**src/rtl/hhc_pkg.sv**
```systemverilog
package hhc_pkg;
    localparam int DATA_W = 4;
    localparam int CHK_W  = 3;
    localparam int HELP_W = CHK_W + 1;

    typedef struct packed {
        logic [DATA_W-1:0] data;
        logic [HELP_W-1:0] par;
        logic              corr;
        logic              dbl;
    } hhc_result_t;
endpackage

```
**src/rtl/hhc_encoder.sv**
```systemverilog
module hhc_encoder
    import hhc_pkg::*;
(
    input  logic [DATA_W-1:0] data_i,
    output logic [HELP_W-1:0] par_o
);
    always_comb begin
        par_o[0] = data_i[0] ^ data_i[1] ^ data_i[3];
        par_o[1] = data_i[0] ^ data_i[2] ^ data_i[3];
        par_o[2] = data_i[1] ^ data_i[2] ^ data_i[3];
        par_o[3] = (^data_i) ^ (^par_o[CHK_W-1:0]);
    end
endmodule

```
**src/rtl/hhc_decoder.sv**
```systemverilog
module hhc_decoder
    import hhc_pkg::*;
(
    input  logic [DATA_W-1:0] data_i,
    input  logic [HELP_W-1:0] par_i,
    input  logic              secded_i,
    output logic [DATA_W-1:0] data_o,
    output logic              corr_o,
    output logic              dbl_o
);
    logic [HELP_W-1:0] enc;
    logic [CHK_W-1:0]  syn;
    logic              odd;
    logic [DATA_W-1:0] flip;

    hhc_encoder u_enc (.data_i(data_i), .par_o(enc));

    always_comb begin
        syn = par_i[CHK_W-1:0] ^ enc[CHK_W-1:0];
        odd = par_i[CHK_W] ^ enc[CHK_W] ^ (^syn);
    end

    // data bit k sits at codeword position 3,5,6,7
    for (genvar k = 0; k < DATA_W; k++) begin : g_pos
        localparam logic [CHK_W-1:0] POS = (k == 0) ? 3'd3 :
                                           (k == 1) ? 3'd5 :
                                           (k == 2) ? 3'd6 : 3'd7;
        assign flip[k] = (syn == POS);
    end

    always_comb begin
        data_o = data_i;
        corr_o = 1'b0;
        dbl_o  = 1'b0;
        if (secded_i) begin
            if (syn != '0 && !odd) begin
                dbl_o = 1'b1;
            end else if (syn != '0 || odd) begin
                corr_o = 1'b1;
                data_o = data_i ^ flip;
            end
        end else if (syn != '0) begin
            corr_o = 1'b1;
            data_o = data_i ^ flip;
        end
    end

    always_comb begin

        if (syn == '0 && !odd) begin
            clean_pass_chk: assert (data_o == data_i && !corr_o && !dbl_o);
        end

        if (!secded_i) begin
            sec_no_double_chk: assert (!dbl_o);
        end
    end
endmodule

```
**src/rtl/hhc_out_stage.sv**
```systemverilog
module hhc_out_stage
    import hhc_pkg::*;
(
    input  logic        clk,
    input  logic        rst_n,
    input  logic        in_valid,
    output logic        in_ready,
    input  hhc_result_t in_res,
    output logic        out_valid,
    input  logic        out_ready,
    output hhc_result_t out_res
);
    typedef struct packed {
        logic        valid;
        hhc_result_t res;
    } stage_t;

    stage_t st_d, st_q;

    always_comb begin
        in_ready = !st_q.valid || out_ready;
        st_d     = st_q;
        if (in_valid && in_ready) begin
            st_d.valid = 1'b1;
            st_d.res   = in_res;
        end else if (out_ready) begin
            st_d.valid = 1'b0;
        end
    end

    always_ff @(posedge clk or negedge rst_n) begin
        if (!rst_n) st_q <= '0;
        else        st_q <= st_d;
    end

    assign out_valid = st_q.valid;
    assign out_res   = st_q.res;


    hold_stable_chk: assert property (@(posedge clk) disable iff (!rst_n)
        (out_valid && !out_ready) |=> (out_valid && $stable(out_res)));

    accept_yields_chk: assert property (@(posedge clk) disable iff (!rst_n)
        (in_valid && in_ready) |=> out_valid);
endmodule

```
**src/rtl/hamming_helper_corrector.sv**
```systemverilog
module hamming_helper_corrector
    import hhc_pkg::*;
(
    input  logic              clk,
    input  logic              rst_n,
    input  logic              in_valid,
    output logic              in_ready,
    input  logic              in_mode,
    input  logic              in_secded,
    input  logic [DATA_W-1:0] in_data,
    input  logic [HELP_W-1:0] in_parity,
    output logic              out_valid,
    input  logic              out_ready,
    output logic [DATA_W-1:0] out_data,
    output logic [HELP_W-1:0] out_parity,
    output logic              out_corrected,
    output logic              out_double
);
    logic [HELP_W-1:0] enr_par;
    logic [DATA_W-1:0] fix_data;
    logic              fix_corr, fix_dbl;
    hhc_result_t       res_d, res_q;

    hhc_encoder u_enroll (.data_i(in_data), .par_o(enr_par));

    hhc_decoder u_fix (
        .data_i(in_data), .par_i(in_parity), .secded_i(in_secded),
        .data_o(fix_data), .corr_o(fix_corr), .dbl_o(fix_dbl)
    );

    always_comb begin
        res_d = '0;
        if (in_mode) begin
            res_d.data = fix_data;
            res_d.corr = fix_corr;
            res_d.dbl  = fix_dbl;
        end else begin
            res_d.data = in_data;
            res_d.par  = enr_par;
            if (!in_secded) res_d.par[CHK_W] = 1'b0;
        end
    end

    hhc_out_stage u_out (
        .clk(clk), .rst_n(rst_n),
        .in_valid(in_valid), .in_ready(in_ready), .in_res(res_d),
        .out_valid(out_valid), .out_ready(out_ready), .out_res(res_q)
    );

    assign out_data      = res_q.data;
    assign out_parity    = res_q.par;
    assign out_corrected = res_q.corr;
    assign out_double    = res_q.dbl;


    flags_exclusive_chk: assert property (@(posedge clk) disable iff (!rst_n)
        out_valid |-> !(out_corrected && out_double));

    recon_no_parity_chk: assert property (@(posedge clk) disable iff (!rst_n)
        (out_valid && (out_corrected || out_double)) |-> (out_parity == '0));
endmodule

```
**config.mk**
```make
export PLATFORM = sky130hd
export DESIGN_NAME = hamming_helper_corrector
export DESIGN_NICKNAME = d
export VERILOG_FILES = /design/src/rtl/hhc_pkg.sv /design/src/rtl/hhc_encoder.sv /design/src/rtl/hhc_decoder.sv /design/src/rtl/hhc_out_stage.sv /design/src/rtl/hamming_helper_corrector.sv
export SDC_FILE = /design/constraint.sdc
export NUM_CORES = 1
export LEC_CHECK = 0
export CAP_MARGIN = 40
export CORE_MARGIN = 2
export CORE_UTILIZATION = 40
export CTS_CLUSTER_DIAMETER = 50
export DETAILED_ROUTE_END_ITERATION = 16
export PLACE_DENSITY = 0.8
export SLEW_MARGIN = 15
export SYNTH_ARGS = -nofsm -noshare
export SYNTH_HDL_FRONTEND = slang
export SYNTH_SLANG_ARGS = --single-unit
```
**constraint.sdc**
```tcl
create_clock -name clk -period 1.8 [get_ports clk]
set_input_delay 0.36 -clock clk [delete_from_list [all_inputs] [get_ports clk]]
set_output_delay 0.36 -clock clk [all_outputs]
set_load 0.005 [all_outputs]
```
==> results.txt <==
- The run finished, with violations left.
- The final reports fail on negative setup slack.
- Root buffer cell: sky130_fd_sc_hd__clkbuf_4
- The share of total power dissipated in combinational logic is between 50 and 60%.
* Max Freq: ~420 MHz
- Vias post-DR: 805
- Of the post-synthesis cell area, the dominant cell type holds around a third.
- Summed over all nets, the switching power comes to approximately 0.00041 W.
- Vias in the first global route: ~750
* Cell type contributing the most total cell area after synthesis: sky130_fd_sc_hd__dfrtp_1
* Sequential fraction of design power: about a quarter
- Rows: 16
- Buffers placed on the I/O ports in this run total 25.
- Wirelength per Cell: around 17 µm
* Start of the worst register-to-register path: u_out.out_valid$_DFFE_PN0P_
- At the end of routability-driven placement, the weighted congestion stood at between 0.8 and 0.9.
- The first global-routing pass estimated around 3.6 mm of wire.
- For this block, the routed nets add up to about 2.5 mm of wire.
- Critical path endpoint: u_out.out_res[6]$_DFFE_PN0P_
- Syn_area_per_cell: ~10 µm²
* Worst Path Max Fanout: 3
* Setup skew after layout: approximately 0.014 ns
* Number of distinct standard cells referenced by the synthesized netlist: 32
* FF-to-FF path depth: 5
- In this run the critical register-to-register path is captured at u_out.out_res[2]$_DFFE_PN0P_.
- Hold timing on the final database bottoms out at a slack of about 0.43 ns.
- Area of the mapped netlist: around 800 µm²
* Max stage delay on crit path: 0.49 ns
- Counting flops with a built-in enable in the synthesized netlist gives 0.
* Global route total overflow: 0
* Final non-filler cell total: 149
- CTS Buf Count: 3
- Async set-reset flop share out of synthesis: 100%
- Once routing completed, OpenROAD measured the worst setup slack at -0.590 ns.
* Power Internal: between 0.0007 and 0.0008 W
- Via density per instance: between 5 and 6
- Type of element capturing the critical path: flip-flop
- Largest net degree at the start of global routing: 12
* Post-route DRC: 0
- Standby leakage power: slightly below 0.6 nW
* Transition time of the tightest slew-check pin: roughly 0.60 ns
- TritonCTS clock tree: done
- The clock drives 11 sinks.
- Most common cell in the synthesized netlist: sky130_fd_sc_hd__nand2_1
- Top cell types by occurrence after synthesis: 12 x sky130_fd_sc_hd__nand2_1, 11 x sky130_fd_sc_hd__dfrtp_1, 6 x sky130_fd_sc_hd__xor2_1
- Number of top-level pins: 26
- Across the VDD grid, the largest voltage drop is between 0.4 and 0.5 mV.
* Post-Syn Instances: 76
- Class of the tightest hold or removal check: in -> async
- The initial antenna violation count came to 0.
- Maximum buffer depth of the clock tree: 2
- Clock slew at reported path FFs: ~0.08 ns
- Portion of the post-synthesis area used by sequential elements: 34.9%
* Setup violations, final: 6
- In this run the number of H-tree levels came out at 1.
* Detailed Place HPWL: 1.62 mm
- The floorplan step defined a core boundary enclosing about 1900 µm².
- Max-cap violations in this run came to 0.
* Worst slew margin relative to its limit: between 60% and 70%
- The die is approximately 48 µm tall.
- GRT Resource Usage Total: around 20%
- First-pass detailed-route iteration total: 5
* Share of post-route cells with drive strength above 1: 37.7%
- Share of total power in the clock network: 14.6%
- Kind of critical path: in -> reg
- Final worst-path cycle share: 133%
- The total count of hold-check failures in the final report came to 0.
- In this run, placement finished with an instance count of about 140.
* Pwr/cell area: 887 nW/µm²
- The synthesized design contains 11 register bits.
- Sorting the synthesized cells by area gives the leading types as sky130_fd_sc_hd__dfrtp_1 35%, sky130_fd_sc_hd__xnor2_4 7.0%, sky130_fd_sc_hd__xor2_1 6.7%.
- Area post-placement: approximately 1200 µm²
* Setup slack of the worst register-to-register path: approximately 0.52 ns
- Number of DRC markers after the initial detailed-route iteration: 14
- The final layout contains roughly 140 nets.
- The most used flip-flop cell after synthesis is sky130_fd_sc_hd__dfrtp_1.
- Shortest period the worst path allows: around 2.4 ns
- Clock Latency Late Sink: 0.28 ns
- Initial Util: between 40% and 50%
- Tracing the worst setup path back leads to its startpoint at in_data[1].
- Area of all placed cells without fillers: about 1400 µm²
* Switching Share: 34.3%
- At the worst endpoint, the required time is 1.97 ns.
* Yosys warnings: 0
- Data on the critical path arrives at its endpoint at between 2 and 3 ns.
* Pre-CTS setup slack: -1.38 ns
* Die outline width: 48.4 µm
- 0 antenna diodes ended up in the layout.
* Critical path, cell by cell: buf_6, xnor3_4, xor2_2, ha_1, xor2_2, xnor2_4, buf_4, buf_6, nand2_2, and4_1, a221o_1
* Area Overhead vs Synth: 71.5%
- Setup repair after global routing could not meet its margin everywhere.
- Type of element launching the critical path: input port
- Fin. max-slew vios: 0
- The floorplan step defined a die boundary enclosing 2340 µm².
- Among all stages on the critical path, the largest delay is contributed by sky130_fd_sc_hd__xnor3_4.
- Number of nets produced by synthesis: a little over 90
- The count of nets left with antenna violations once routing finished came out at 0.
worst min path at each step:
stage	start	to	slack, ns	depth (start not counted)
after floorplan	rst_n	u_out.out_res[0]$_DFFE_PN0P_	0.06	0
after global placement	u_out.out_res[1]$_DFFE_PN0P_	u_out.out_res[1]$_DFFE_PN0P_	0.47	2
after detailed placement	u_out.out_res[0]$_DFFE_PN0P_	u_out.out_res[0]$_DFFE_PN0P_	0.48	2
after CTS	rst_n	u_out.out_res[3]$_DFFE_PN0P_	0.44	1
after global routing	rst_n	u_out.out_res[3]$_DFFE_PN0P_	0.45	1
final	rst_n	u_out.out_res[3]$_DFFE_PN0P_	0.43	1
cell type report:
| type | count | area, µm² |
|---|---|---|
| clock buffers | 4 | 26.3 |
| multi-input cells | 59 | 588 |
| inverters | 1 | 3.75 |
| repair buffers | 47 | 427 |
| fillers | 126 | 548 |
| flip-flops and latches | 11 | 275 |
| well taps | 27 | 33.8 |
stage by stage:
stage,power [W],setup TNS (ns),utilization [%]
finish,0.00120,-3.32,71.2
global route,0.00126,-3.62,71.2
CTS,0.00103,-2.71,66.1
detailed placement,0.000811,-7.85,62.1
global placement,0.000791,-7.07,62.1
floorplan,0.000583,-3.43,-
critical path, delay by kind of cell:
kind                     cells  cell delay [ns]
XOR/XNOR                     4             1.07
buffers and inverters        3             0.30
AND/OR/NAND/NOR              2             0.20
adder cells (fa/ha/maj)      1             0.32
AO/OA/AOI/OAI                1             0.29
sequential cells by signal, summed over array words and instances (netlist names):
register	cells
u_out.out_res	10
u_out.out_valid	1
power groups by stage:
stage	Sequential [W]	Combinational (W)	Clock, W
2_1_floorplan	0.000314	0.000269	0
3_3_place_gp	0.000311	0.000480	0
3_5_place_dp	0.000313	0.000497	0
4_1_cts	0.000308	0.000544	0.000178
5_1_grt	0.000313	0.000751	0.000196
6_report	0.000308	0.000717	0.000175
cell usage in the layout (no fill, tap or decap), types with 2 or more instances in the layout:
cell / n
sky130_fd_sc_hd__buf_4: 20
sky130_fd_sc_hd__clkdlybuf4s50_1: 19
sky130_fd_sc_hd__nand2_1: 11
sky130_fd_sc_hd__dfrtp_1: 11
sky130_fd_sc_hd__xnor2_4: 4
sky130_fd_sc_hd__nor2_1: 4
sky130_fd_sc_hd__buf_6: 4
sky130_fd_sc_hd__xor2_2: 3
sky130_fd_sc_hd__o31ai_1: 3
sky130_fd_sc_hd__xor2_1: 3
sky130_fd_sc_hd__clkbuf_4: 3
sky130_fd_sc_hd__nand2b_1: 2
sky130_fd_sc_hd__xnor3_2: 2
sky130_fd_sc_hd__or3_1: 2
sky130_fd_sc_hd__o2111ai_2: 2
sky130_fd_sc_hd__o21ai_1: 2
sky130_fd_sc_hd__dlygate4sd2_1: 2
layer usage:
layer	global-route usage, %	up-vias	wire length, µm
met4	5.71	0	90
li1	-	359	-
met2	37.0	45	1310
met3	5.56	10	149
met1	23.8	391	951
met5	0	-	0
logic make-up (layout without fill, tap and decap cells):
kind of cell	after synthesis	after routing	synth area share (%)
simple gates	27	27	16.5
compound gates	16	16	15.7
xor+xnor	15	15	27.4
flops	11	11	34.9
buf+inv	6	52	3.96
fa+ha+maj	1	1	1.58
timing repair:
action	4_1_cts	5_1_grt
pin swaps	13	2
resized for setup	20	11
cloned	0	0
hold buffers	0	0
setup buffers	2	4
endpoints found under the setup margin	6	7
Power figures use the tool's default switching activity.
